**src/rtl/nfc_pkg.sv**
```systemverilog
package nfc_pkg;
  localparam int DATA_W   = 32;
  localparam int STAT_W   = 13;
  localparam int MASK_W   = 12;
  localparam int RUN_BIT  = 28;
  localparam int DMA_BIT  = 29;
  localparam int ECC_BIT  = 30;
  localparam int SPR_BIT  = 31;
  localparam logic [STAT_W-1:0] RESUME_VAL = 13'h1800;

  typedef struct packed {
    logic             spare;
    logic             ecc;
    logic             dma;
    logic             run;
    logic [MASK_W-1:0] mask;
  } ctrl_t;
endpackage

```
**src/rtl/nfc_ctrl_reg.sv**
```systemverilog
module nfc_ctrl_reg
  import nfc_pkg::*;
(
  input  logic              clk,
  input  logic              rst,
  input  logic              wr_en,
  input  logic [3:0]        wr_mode,
  input  logic [MASK_W-1:0] wr_mask,
  input  logic              core_done,
  output ctrl_t             ctrl_q
);
  always_ff @(posedge clk) begin
    if (rst) begin
      ctrl_q.spare <= 1'b0;
      ctrl_q.ecc   <= 1'b0;
      ctrl_q.dma   <= 1'b0;
      ctrl_q.run   <= 1'b0;
      ctrl_q.mask  <= '1;
    end else begin
      if (wr_en) begin
        ctrl_q.spare <= wr_mode[3];
        ctrl_q.ecc   <= wr_mode[2];
        ctrl_q.dma   <= wr_mode[1];
        ctrl_q.run   <= wr_mode[0];
        ctrl_q.mask  <= wr_mask;
      end
      if (core_done) ctrl_q.run <= 1'b0;
    end
  end

  // completion always drops run
  assert_done_clears_run_R8: assert property (@(posedge clk) disable iff (rst)
    core_done |=> !ctrl_q.run);
endmodule

```
**src/rtl/nfc_stat_reg.sv**
```systemverilog
module nfc_stat_reg
  import nfc_pkg::*;
(
  input  logic              clk,
  input  logic              rst,
  input  logic              clr_en,
  input  logic [STAT_W-1:0] clr_bits,
  input  logic [STAT_W-1:0] evt,
  input  logic              resume,
  output logic [STAT_W-1:0] stat_q
);
  for (genvar i = 0; i < STAT_W; i++) begin : g_flag
    always_ff @(posedge clk) begin
      if (rst)
        stat_q[i] <= 1'b0;
      else if (resume)
        stat_q[i] <= RESUME_VAL[i];
      else if (evt[i])
        stat_q[i] <= 1'b1;
      else if (clr_en && clr_bits[i])
        stat_q[i] <= 1'b0;
    end

    // an event leaves its flag set, even against a clear
    assert_evt_sets_R5: assert property (@(posedge clk) disable iff (rst)
      (evt[i] && !resume) |=> stat_q[i]);
    // a clear with no competing event empties the flag
    assert_w1c_R4: assert property (@(posedge clk) disable iff (rst)
      (clr_en && clr_bits[i] && !evt[i] && !resume) |=> !stat_q[i]);
  end

  // resume loads the fixed pattern
  assert_resume_R11: assert property (@(posedge clk) disable iff (rst)
    resume |=> (stat_q == RESUME_VAL));
endmodule

```
**src/rtl/nfc_irq_gen.sv**
```systemverilog
module nfc_irq_gen
  import nfc_pkg::*;
(
  input  logic              clk,
  input  logic              rst,
  input  logic [STAT_W-1:0] stat,
  input  logic [MASK_W-1:0] mask,
  output logic              irq_q
);
  logic [MASK_W-1:0] live;
  assign live = stat[MASK_W-1:0] & ~mask;

  always_ff @(posedge clk) begin
    if (rst) irq_q <= 1'b0;
    else     irq_q <= |live;
  end

  // a fully masked word cannot raise the line next cycle
  assert_full_mask_quiet_R6: assert property (@(posedge clk) disable iff (rst)
    (&mask) |=> !irq_q);
  // controller-ready alone never raises the line
  assert_bit12_quiet_R7: assert property (@(posedge clk) disable iff (rst)
    (stat[MASK_W-1:0] == '0) |=> !irq_q);
endmodule

```
**src/rtl/nfc_stat_irq.sv**
```systemverilog
module nfc_stat_irq
  import nfc_pkg::*;
#(
  parameter int ADDR_W   = 4,
  parameter int CTRL_OFS = 0,
  parameter int STAT_OFS = 4,
  parameter int CMD_OFS  = 8
) (
  input  logic              clk,
  input  logic              rst,
  input  logic              bus_wr_i,
  input  logic              bus_rd_i,
  input  logic [ADDR_W-1:0] bus_addr_i,
  input  logic [31:0]       bus_wdata_i,
  output logic [31:0]       bus_rdata_o,
  input  logic [12:0]       evt_set_i,
  input  logic              core_done_i,
  input  logic              clk_resume_i,
  output logic              irq_o,
  output logic              run_o,
  output logic              dma_en_o,
  output logic              ecc_en_o,
  output logic              spare_en_o,
  output logic              cmd_vld_o,
  output logic [31:0]       cmd_word_o
);
  localparam logic [ADDR_W-1:0] A_CTRL = ADDR_W'(CTRL_OFS);
  localparam logic [ADDR_W-1:0] A_STAT = ADDR_W'(STAT_OFS);
  localparam logic [ADDR_W-1:0] A_CMD  = ADDR_W'(CMD_OFS);

  logic sel_ctrl, sel_stat, sel_cmd;
  assign sel_ctrl = bus_addr_i == A_CTRL;
  assign sel_stat = bus_addr_i == A_STAT;
  assign sel_cmd  = bus_addr_i == A_CMD;

  ctrl_t             ctrl_q;
  logic [STAT_W-1:0] stat_q;

  nfc_ctrl_reg u_ctrl (
    .clk       (clk),
    .rst       (rst),
    .wr_en     (bus_wr_i && sel_ctrl),
    .wr_mode   (bus_wdata_i[SPR_BIT:RUN_BIT]),
    .wr_mask   (bus_wdata_i[MASK_W-1:0]),
    .core_done (core_done_i),
    .ctrl_q    (ctrl_q)
  );

  nfc_stat_reg u_stat (
    .clk      (clk),
    .rst      (rst),
    .clr_en   (bus_wr_i && sel_stat),
    .clr_bits (bus_wdata_i[STAT_W-1:0]),
    .evt      (evt_set_i),
    .resume   (clk_resume_i),
    .stat_q   (stat_q)
  );

  nfc_irq_gen u_irq (
    .clk   (clk),
    .rst   (rst),
    .stat  (stat_q),
    .mask  (ctrl_q.mask),
    .irq_q (irq_o)
  );

  assign run_o      = ctrl_q.run;
  assign dma_en_o   = ctrl_q.dma;
  assign ecc_en_o   = ctrl_q.ecc;
  assign spare_en_o = ctrl_q.spare;

  logic [DATA_W-1:0] rd_mux;
  always_comb begin
    rd_mux = '0;
    if (sel_ctrl) begin
      rd_mux[SPR_BIT]      = ctrl_q.spare;
      rd_mux[ECC_BIT]      = ctrl_q.ecc;
      rd_mux[DMA_BIT]      = ctrl_q.dma;
      rd_mux[RUN_BIT]      = ctrl_q.run;
      rd_mux[MASK_W-1:0]   = ctrl_q.mask;
    end else if (sel_stat) begin
      rd_mux[STAT_W-1:0]   = stat_q;
    end
  end

  always_ff @(posedge clk) begin
    if (rst) begin
      bus_rdata_o <= '0;
      cmd_vld_o   <= 1'b0;
      cmd_word_o  <= '0;
    end else begin
      if (bus_rd_i) bus_rdata_o <= rd_mux;
      cmd_vld_o <= bus_wr_i && sel_cmd && ctrl_q.run;
      if (bus_wr_i && sel_cmd && ctrl_q.run) cmd_word_o <= bus_wdata_i;
    end
  end

  // a command word only reaches the core while running
  assert_cmd_needs_run_R10: assert property (@(posedge clk) disable iff (rst)
    cmd_vld_o |-> $past(run_o));
endmodule

```
**config.mk**
```make
export PLATFORM = sky130hd
export DESIGN_NAME = nfc_stat_irq
export DESIGN_NICKNAME = d
export VERILOG_FILES = /design/src/rtl/nfc_pkg.sv /design/src/rtl/nfc_ctrl_reg.sv /design/src/rtl/nfc_stat_reg.sv /design/src/rtl/nfc_irq_gen.sv /design/src/rtl/nfc_stat_irq.sv
export SDC_FILE = /design/constraint.sdc
export NUM_CORES = 1
export LEC_CHECK = 0
export BUFFER_PORTS_ARGS = -buffer_cell sky130_fd_sc_hd__buf_2
export CORE_MARGIN = 4
export CORE_UTILIZATION = 50
export DETAILED_ROUTE_END_ITERATION = 8
export PLACE_DENSITY = 0.87
export SYNTH_ARGS = -nofsm -noshare
export SYNTH_HDL_FRONTEND = slang
export SYNTH_SLANG_ARGS = --single-unit
```
**constraint.sdc**
```tcl
create_clock -name clk -period 3.46 [get_ports clk]
set_input_delay 0.173 -clock clk [delete_from_list [all_inputs] [get_ports clk]]
set_output_delay 0.173 -clock clk [all_outputs]
set_load 0.02 [all_outputs]
```
==> results of run 1 <==
## registers in the layout, indices dropped and copies added (netlist names)
register / flops
cmd_word_o: 32
bus_rdata_o: 17
u_ctrl.ctrl_q: 16
u_stat.stat_q: 13
cmd_vld_o: 1
u_irq.irq_q: 1
## placed cells by master (no fill, tap or decap), types with 5 or more instances in the layout
master	n
sky130_fd_sc_hd__clkbuf_8	9
sky130_fd_sc_hd__a211oi_1	12
sky130_fd_sc_hd__a21oi_1	54
sky130_fd_sc_hd__a211o_1	11
sky130_fd_sc_hd__nand2b_1	5
sky130_fd_sc_hd__o21ai_0	48
sky130_fd_sc_hd__a22oi_1	12
sky130_fd_sc_hd__conb_1	15
sky130_fd_sc_hd__buf_2	109
sky130_fd_sc_hd__nand2_1	14
sky130_fd_sc_hd__inv_1	15
sky130_fd_sc_hd__nor2b_1	9
sky130_fd_sc_hd__and3_1	12
sky130_fd_sc_hd__nor2_1	14
sky130_fd_sc_hd__nand3_1	42
sky130_fd_sc_hd__dfxtp_1	80
## synthesized netlist by cell type
| cell | number |
|---|---|
| sky130_fd_sc_hd__dfxtp_1 | 80 |
| sky130_fd_sc_hd__nand2b_1 | 5 |
| sky130_fd_sc_hd__a21oi_1 | 54 |
| sky130_fd_sc_hd__or2_2 | 1 |
| sky130_fd_sc_hd__a22oi_1 | 12 |
| sky130_fd_sc_hd__o21ai_1 | 1 |
| sky130_fd_sc_hd__buf_4 | 16 |
| sky130_fd_sc_hd__nand2_1 | 14 |
| sky130_fd_sc_hd__conb_1 | 1 |
| sky130_fd_sc_hd__nand3_1 | 42 |
| sky130_fd_sc_hd__nor2b_1 | 9 |
| sky130_fd_sc_hd__nor3_1 | 2 |
| sky130_fd_sc_hd__a211oi_1 | 12 |
| sky130_fd_sc_hd__a311o_1 | 1 |
| sky130_fd_sc_hd__a211o_1 | 11 |
| sky130_fd_sc_hd__nor4b_2 | 1 |
| sky130_fd_sc_hd__o21ai_0 | 48 |
| sky130_fd_sc_hd__buf_2 | 9 |
| sky130_fd_sc_hd__clkbuf_1 | 25 |
| sky130_fd_sc_hd__a211oi_2 | 1 |
| sky130_fd_sc_hd__a2111oi_0 | 3 |
| sky130_fd_sc_hd__nor4_4 | 1 |
| sky130_fd_sc_hd__or4_1 | 1 |
| sky130_fd_sc_hd__nor2_1 | 14 |
| sky130_fd_sc_hd__a31oi_1 | 1 |
| sky130_fd_sc_hd__or4b_1 | 1 |
| sky130_fd_sc_hd__inv_1 | 15 |
| sky130_fd_sc_hd__or3_1 | 1 |
| sky130_fd_sc_hd__buf_1 | 1 |
| sky130_fd_sc_hd__and3_1 | 12 |
## through the flow
stage,instance area (um2),hold WS (ns),setup WS [ns],power [mW],instances
2_1_floorplan,3378,0.2515,2.210,1.077,409
3_3_place_gp,3785,0.3424,1.421,1.124,547
3_5_place_dp,3785,0.3558,1.321,1.128,547
4_1_cts,3975,0.04499,1.489,1.767,564
5_1_grt,3975,0.05013,1.260,1.830,564
6_report,3975,0.05027,1.481,1.765,564
## how the worst max path moves through the flow
| stage | from | endpoint | slack (ns) |
|---|---|---|---|
| 6_report | u_ctrl.ctrl_q[12] | cmd_word_o[24] | 1.48 |
| 5_1_grt | u_ctrl.ctrl_q[12] | cmd_word_o[24] | 1.26 |
| 4_1_cts | u_ctrl.ctrl_q[12] | cmd_word_o[24] | 1.49 |
| 3_5_place_dp | bus_wr_i | cmd_word_o[23] | 1.32 |
| 3_3_place_gp | bus_wr_i | cmd_word_o[5] | 1.42 |
| 2_1_floorplan | bus_addr_i[3] | u_stat.stat_q[0] | 2.21 |
## cells by family (layout without fill, tap and decap cells)
family / Yosys count / after routing / share of synthesized area, %
other: 1 / 15 / 0.1128
buffers and inverters: 66 / 144 / 9.593
and+or+nand+nor: 104 / 104 / 16.67
AOI/OAI and AO/OA: 144 / 144 / 25.47
DFF: 80 / 80 / 48.16
## layer usage
metal  GRT usage [%]  wire, um  vias up
li1                -         -     1543
met1           30.56      3742     1445
met2           32.98      4198      142
met3           6.175       710       19
met4           8.796       202        0
met5               0         0        -
## worst reg2reg max path: cells and delay by family, from the launching register on
kind	cells	cell delay (ns)
and+or+nand+nor	1	0.74
AOI/OAI and AO/OA	2	0.70
DFF	1	0.41
## cell type report
type | instances | area, um2 | area share (%)
sequential | 80 | 1602 | 40.29
multi-input combinational | 263 | 1463 | 36.80
inverter | 15 | 56.30 | 1.416
timing repair buffer | 113 | 578.1 | 14.54
clock inverter | 4 | 45.04 | 1.133
tap | 77 | 96.34 | 2.424
clock buffer | 12 | 135.1 | 3.399
## power groups by stage
stage	Combinational, mW	Clock (mW)	Sequential (mW)
4_1_cts	0.156	0.658	0.952
2_1_floorplan	0.0959	0	0.981
3_3_place_gp	0.152	0	0.972
5_1_grt	0.174	0.701	0.954
6_report	0.158	0.655	0.952
3_5_place_dp	0.155	0	0.973
## what timing repair did
action                    CTS  global route
hold buffers                1             0
gates resized for setup     0             0
hold endpoints to repair    1             0
==> results, run 1 <==
- The tool flagged a number of max-cap violations equal to 0.
- The top cell type by area accounts for approximately half of the synthesized area.
- Yosys printed 0 warnings.
- The run finished with clean final reports.
- The overall die area is 0.008020 mm2.
- Across every metal layer, demand over resource in global routing totals between 20 and 25%.
- Averaged over all synthesized cells, the footprint is 8.419 um2.
- The number of H-tree levels is 3.
- The worst-path maximum fanout is 33.
- The count of antenna diodes in the layout is 0.
- Entering global routing, the biggest net connects 41 pins.
- The clock network latency to the later pin of the worst-skew pair is 0.35 ns.
- Headroom to the max-slew limit came out at a little under a fifth.
- The placeable core region is between 0.006 and 0.007 mm2.
- The first detailed-routing pass took 5 iterations.
- The setup check on the worst reg-to-reg path leaves a slack of 1.48 ns.
- The via count of the routed design is between 3k and 4k.
- For the final routed database, the setup TNS stands at 0 ns.
- The area of the mapped netlist is 0.003326 mm2.
- The die boundary height is roughly 90 um.
- The detailed router's first-iteration violation count is 452.
- In this run, synthesis produced a sequential element count of 80.
- The peak ir drop on the vdd network is between 200 and 300 uV.
- The clock edge transition at the registers on the reported setup and hold paths is approximately 0.08 ns.
- The path class of the tightest hold or removal check is input port to flop.
- The number of hold-slack violations in the final timing report is 0.
- The worst hold path terminates at u_stat.stat_q[5].
- The signal on the critical path passes through nand3_1 -> o21ai_0 -> a21oi_1.
- The post-synthesis sequential area ratio is just under 50%.
- The share of cells above drive strength 1 is between 20% and 30%.
- The slowest stage of the critical path is the sky130_fd_sc_hd__nand3_1 cell.
- The final layout contains roughly 540 nets.
- Yosys attributes the largest share of cell area to sky130_fd_sc_hd__dfxtp_1 (48%), sky130_fd_sc_hd__a21oi_1 (8.1%), sky130_fd_sc_hd__o21ai_0 (7.2%).
- From synthesis to final layout, the design area changed by 19.53%.
- The category of the most critical setup path is flop to flop.
- The floorplan step set the die width to 89.56 um.
- Data on the critical path arrives at its endpoint at 2.19 ns.
- The synthesized design spends more area on one cell type than any other, namely sky130_fd_sc_hd__dfxtp_1.
- The number of global-route vias before repair came to 2877.
- Sequential cells burn a little over half of the power.
- The detailed-placement wirelength estimate is 6206 um.
- The first global-routing pass estimated 13820 um of wire.
- In this run the remaining antenna-violating nets after routing total 0.
- The worst hold path passes through 3 cells.
- The required arrival time at the worst endpoint is ~3.7 ns.
- Setup repair after global routing left no endpoint under its margin.
- At the end of routability-driven placement, the weighted congestion stood at 0.8215.
- The fraction of the cycle the final worst path needs is between 50 and 60%.
- Once the floorplan was initialized, standard cells occupied 52.08% of the core.
- On the worst path, the slowest cell contributes a delay of about 0.74 ns.
- The internal portion of the total power is 1.324 mW.
- The worst setup path is launched from a flop.
- The worst path in the final design needs a cycle of 1.979 ns, including I/O delays and setup.
- The number of buffers added for setup after CTS is 0.
- The layout has 581 filler cells.
- The count of pins over their slew limit was 0.
- The sort of element at the end of the critical path is a flop.
- Port buffering added 109 buffers.
- The TritonCTS clock tree is done.
- The placement row count is 29.
- The worst min-delay path startpoint is evt_set_i[5].
- Clock tree synthesis inserted a total of 9 buffers.
- Dividing the detail-routed wire length by the instance count gives 15.70 um.
- Power spread over the standard cell area amounts to 444.0 mW/mm2.
- Grouping stages by cell kind, the critical path spends the most delay in simple AND/OR/NAND/NOR gates.
- The largest clock skew in the final design is 0.005622 ns.
- Summed over all nets, the switching power comes to 440.8 uW.
- Net switching is 24.98% of the power.
- Setup violations remaining at the end of the flow were counted as 0.
- The pin slew with the least headroom to its limit is around 1.2 ns.
- CTS placed an instance of sky130_fd_sc_hd__clkbuf_8 at the clock tree root.
- The number of antenna violations at the first check in global routing is 0.
- The netlist uses 30 different library cells.
- The launch point of the worst reg-to-reg path is u_ctrl.ctrl_q[12].
- The count of clock tree sinks is 80.
- The maximum count of clock buffers along a single path is 2.
- The number of cells on the worst reg-to-reg path is 3.
- Cells fill 62.25% of the core in the end.
- Counting buffers and inverters, the worst setup path is 3 cells deep.
- The leakage power is 1.727 nW.
- Counting both buffers and inverters, the worst setup path holds a total of 0.
- Per report_power, the combinational group accounts for 8.9% of the total.
- The sum of routed wire length over all layers is 8852 um.
- The endpoint identified for the worst register-to-register timing path is cmd_word_o[24].
- The count of mapped cells out of synthesis is 395.
- The final routed DRC violation total is 0.
- The highest achievable clock rate is 505.2 MHz.
- In this run the count of I/O pins placed on the die edge is between 100 and 150.
- The total congestion overflow after global routing is 0.
- The via density per instance is 5.583.
- The clock network burns 37.1% of the power.
(Power assumes the default switching activity.)
==> inputs of run 2 (changes only) <==
Settings changed: ABC_AREA set to 1, CORE_UTILIZATION 50 to 44, PLACE_DENSITY 0.87 to 0.81.
Clock period 3.46 ns to 1.7 ns, I/O delays scaled along.
==> run 2 against run 1 <==
Worst setup slack got worse by 1.2 ns; clock skew barely moved; wire length up 13%; clock power is 120% higher; area after synthesis up 2.0%; largest power group unchanged.
==> results, run 2 <==
- The depth of the worst register-to-register path is 5 (was 3).
- The share of cells above drive strength 1 is 23.72% (was 26.69%).
- The most used cell along the critical path is sky130_fd_sc_hd__dlygate4sd3_1.
- The count of mapped cells out of synthesis is 463 (was 395).
- The final antenna-violating net count is 0 (unchanged).
- The count of antenna diodes in the layout is 0 (unchanged).
- The number of I/O port buffers is 109 (unchanged).
- The mean post-synth cell area is 7.329 um2 (was 8.419 um2).
- The fraction of the cycle the final worst path needs is 85.92%.
- The wire length per cell is 14.13 um (was 15.70 um).
- The worst min-delay path startpoint is bus_wdata_i[10] (was evt_set_i[5]).
- The number of nets in the final layout is 657 (was 537).
- The sort of element at the end of the critical path is a flop (unchanged).
- Most used cells in the layout excluding fill and tap cells: sky130_fd_sc_hd__buf_2 (109), sky130_fd_sc_hd__nand2_1 (102), sky130_fd_sc_hd__dfxtp_1 (80) (was sky130_fd_sc_hd__buf_2 (109), sky130_fd_sc_hd__dfxtp_1 (80), sky130_fd_sc_hd__a21oi_1 (54)).
- The detailed-placement wirelength estimate is 6423 um (was 6206 um).
- The placement row count came to 31 (was 29).
- The wire length of the first global-routing pass is 15870 um (was 13820 um).
- The maximum count of clock buffers along a single path came to 2 (unchanged).
- The endpoint of the lowest-slack register-to-register path is cmd_word_o[18] (was cmd_word_o[24]).
- The max-cap violation count was 0 (unchanged).
- The largest incremental delay on the critical path is 0.59 ns (was 0.74 ns).
- The final routed DRC violation total is 0 (unchanged).
- The total congestion overflow after global routing was 0 (unchanged).
- The Yosys warning count came to 0 (unchanged).
- The power density over the cells is 840.8 mW/mm2 (was 444.0 mW/mm2).
- The category of the most critical setup path is input port to flop (was flop to flop).
- The clock edge transition at the registers on the reported setup and hold paths is 0.09 ns (was 0.08 ns).
- The count of clock tree sinks is 80 (unchanged).
- The peak ir drop on the vdd network is 432.4 uV (was 264.1 uV).
- The placer's final routability congestion estimate is 0.7902 (was 0.8215).
- Top post-synthesis cells by count: sky130_fd_sc_hd__nand2_1 (102), sky130_fd_sc_hd__dfxtp_1 (80), sky130_fd_sc_hd__a21oi_1 (54) (was sky130_fd_sc_hd__dfxtp_1 (80), sky130_fd_sc_hd__a21oi_1 (54), sky130_fd_sc_hd__o21ai_0 (48)).
- The launch point of the worst reg-to-reg path is u_ctrl.ctrl_q[12] (unchanged).
- The final setup violation count is 0 (unchanged).
- The synthesis-stage register bit count is 80 (unchanged).
- Largest registers: cmd_word_o x32, bus_rdata_o x17, u_ctrl.ctrl_q x16 (unchanged).
- The sum of routed wire length over all layers was 9974 um (was 8852 um).
- The setup total negative slack is 0 ns (unchanged).
- The leading cell type in the layout, fill and taps excluded is sky130_fd_sc_hd__buf_2 (unchanged).
- The effective utilization at floorplan is 46.04% (was 52.08%).
- The worst max-slew margin expressed relative to the limit was 60.44% (was 18.87%).
- The path class of the lowest-slack min-delay path is input port to flop (unchanged).
- The number of distinct library cells after synthesis is 19 (was 30).
- The pin slew with the least headroom to its limit is 0.5913 ns (was 1.214 ns).
- The shortest period the worst path allows is 1.461 ns.
- The required arrival time at the worst endpoint is 1.99 ns (was 3.67 ns).
- The horizontal extent of the die is 95.82 um (was 89.56 um).
- The number of hold-slack violations in the final timing report is 0 (unchanged).
- The library cell contributing the largest single delay on the critical path is sky130_fd_sc_hd__dlygate4sd3_1 (was sky130_fd_sc_hd__nand3_1).
- The overall die area is 0.009181 mm2 (was 0.008020 mm2).
- The die boundary height is 95.82 um (was 89.56 um).
- The number of flip-flops in the largest register is 32 (unchanged).
- The reg2reg setup slack is 0.30 ns (was 1.48 ns).
- The total global routing track utilization is 21.84% (was 22.25%).
- The count of flip-flops with a built-in enable after synthesis came to 0 (unchanged).
- The count of pins over their slew limit was 0 (unchanged).
- The number of buffers added by the clock tree synthesis step is 9 (unchanged).
- The number of buffers added for setup after CTS was 0 (unchanged).
- The number of antenna violations at the first check in global routing is 0 (unchanged).
- The startpoint type of the worst setup path is an input port (was flop).
- The leakage power is 2.214 nW (was 1.727 nW).
- The detailed router's first-iteration violation count came to 273 (was 452).
- The via density per instance is 5.034 (was 5.583).
- The post-route non-filler standard cell count came to 706 (was 564).
- The via count of the routed design came to 3554 (was 3149).
- The TritonCTS clock tree was done (unchanged).
- The clock network latency to the later pin of the worst-skew pair is 0.35 ns (about the same).
- The length of the first detailed-routing pass in iterations is 5 (unchanged).
- The largest clock skew in the final design came to 0.005959 ns (was 0.005622 ns).
- The number of cells on the worst hold path is 3 (unchanged).
- The number of H-tree levels is 3 (unchanged).
- The area fraction of the dominant cell type after synthesis is 47.20% (was 48.16%).
- The area growth from synthesis to layout was 34.00% (was 19.53%).
- The worst-path maximum fanout came to 1 (was 33).
- The I/O pin total is 125 (unchanged).
- The cell with the most instances after synthesis is sky130_fd_sc_hd__nand2_1 (was sky130_fd_sc_hd__dfxtp_1).
- The post-synthesis sequential area ratio is 47.20% (was 48.16%).
- The highest achievable clock rate is approximately 680 MHz.
- The maximum number of pins on one net before global-route repair is 35 (was 41).
- The primary flip-flop cell chosen by synthesis mapping is sky130_fd_sc_hd__dfxtp_1 (unchanged).
- The number of global-route vias before repair is 3314 (was 2877).
- Setup repair after global routing missed its margin: no (unchanged).
- The area of the mapped netlist is 0.003393 mm2 (was 0.003326 mm2).
- The share of flip-flops with an asynchronous set or reset after synthesis was 0% (unchanged).
- The root cell of the clock tree is sky130_fd_sc_hd__clkbuf_8 (unchanged).
- Outcome: finished, final reports clean (unchanged).
- The placed cell count is 649 (was 547).
- The placeable core region came to 0.007370 mm2 (was 0.006386 mm2).
- The largest area contributor in the netlist is sky130_fd_sc_hd__dfxtp_1 (unchanged).
- The register bank with the most flops was cmd_word_o (unchanged).
- Top post-synthesis cells by area: sky130_fd_sc_hd__dfxtp_1 (47%), sky130_fd_sc_hd__nand2_1 (11%), sky130_fd_sc_hd__a21oi_1 (8.0%) (was sky130_fd_sc_hd__dfxtp_1 (48%), sky130_fd_sc_hd__a21oi_1 (8.1%), sky130_fd_sc_hd__o21ai_0 (7.2%)).
- The hold path endpoint is u_ctrl.ctrl_q[10] (was u_stat.stat_q[5]).
- The critical path arrival is 1.75 ns (was 2.19 ns).
- The number of fillers in the final layout came to 653 (was 581).
- Crit-path cells: dlygate4sd3_1 -> buf_2 -> or2_2 -> a21oi_1 -> dlygate4sd3_1 (was nand3_1 -> o21ai_0 -> a21oi_1).
run 2: changes by cell type after synthesis, moves of 12 or more:
cell                       delta
sky130_fd_sc_hd__a211oi_1    -12
sky130_fd_sc_hd__a22oi_1     -12
sky130_fd_sc_hd__and3_1      -12
sky130_fd_sc_hd__clkbuf_1    -12
sky130_fd_sc_hd__inv_1       +24
sky130_fd_sc_hd__nand2_1     +88
sky130_fd_sc_hd__nand4_1     +13
sky130_fd_sc_hd__nor2_1      +28
sky130_fd_sc_hd__o21ai_0     -31
run 2: layout make-up:
class                           count  area [um2]  share of cell area [%]
Tap cell                           99       123.9                   2.724
Multi-Input combinational cell    311        1426                   31.37
Sequential cell                    80        1602                   35.22
Inverter                           40       150.1                   3.302
Clock buffer                        9       123.9                   2.724
Clock inverter                      7       77.57                   1.706
Timing Repair Buffer              160        1044                   22.95
run 2: routing by layer:
metal  vias to the layer above  GRT usage [%]  part of all wire [%]  routed length, um
li1                       1750              -                     -                  -
met1                      1600          28.49                    44               4392
met2                       177          34.68                    45               4492
met3                        27          5.004                   8.6                862
met4                         0          9.242                   2.3                227
met5                         -              0                     0                  0
run 2: timing repair:
action | 4_1_cts | 5_1_grt
hold buffers | 41 | 0
gates resized for setup | 0 | 0
hold endpoints to repair | 42 | 0
run 2: kinds of logic after synthesis:
| group | synth area share, % |
|---|---|
| simple gates | 27.47 |
| flops | 47.20 |
| other cells | 0.1105 |
| buf+inv | 12.32 |
| compound gates | 12.91 |
run 2: how the worst max path moves through the flow:
stage          slack [ns]                end         startpoint
5_1_grt              0.18     cmd_word_o[18]  u_ctrl.ctrl_q[12]
4_1_cts              0.33     cmd_word_o[31]  u_ctrl.ctrl_q[12]
3_3_place_gp         0.40     cmd_word_o[31]  u_ctrl.ctrl_q[12]
2_1_floorplan        0.45      cmd_word_o[0]  u_ctrl.ctrl_q[12]
3_5_place_dp         0.33     cmd_word_o[31]  u_ctrl.ctrl_q[12]
6_report             0.24  u_ctrl.ctrl_q[12]        core_done_i
run 2: critical path: cells and delay by family:
| kind | cells | cell delay [ns] |
|---|---|---|
| simple gates | 1 | 0.29 |
| buf+inv | 3 | 1.24 |
| compound gates | 1 | 0.14 |
run 2: metrics by stage:
stage	utilization (%)	instance area [um2]	power [mW]	hold slack [ns]	setup WS [ns]
2_1_floorplan	-	3446	2.224	0.1982	0.4542
3_5_place_dp	53.40	3935	2.344	0.3277	0.3341
3_3_place_gp	53.40	3935	2.338	0.3277	0.4017
6_report	61.70	4547	3.823	0.01556	0.2394
5_1_grt	61.70	4547	3.968	0.02276	0.1756
4_1_cts	61.70	4547	3.833	0.002788	0.3306
run 2: where the power goes:
part / total [mW] / internal (mW) / switching [mW]
Clock: 1.44 / 0.694 / 0.748
Sequential: 1.94 / 1.92 / 0.0256
Combinational: 0.437 / 0.177 / 0.261
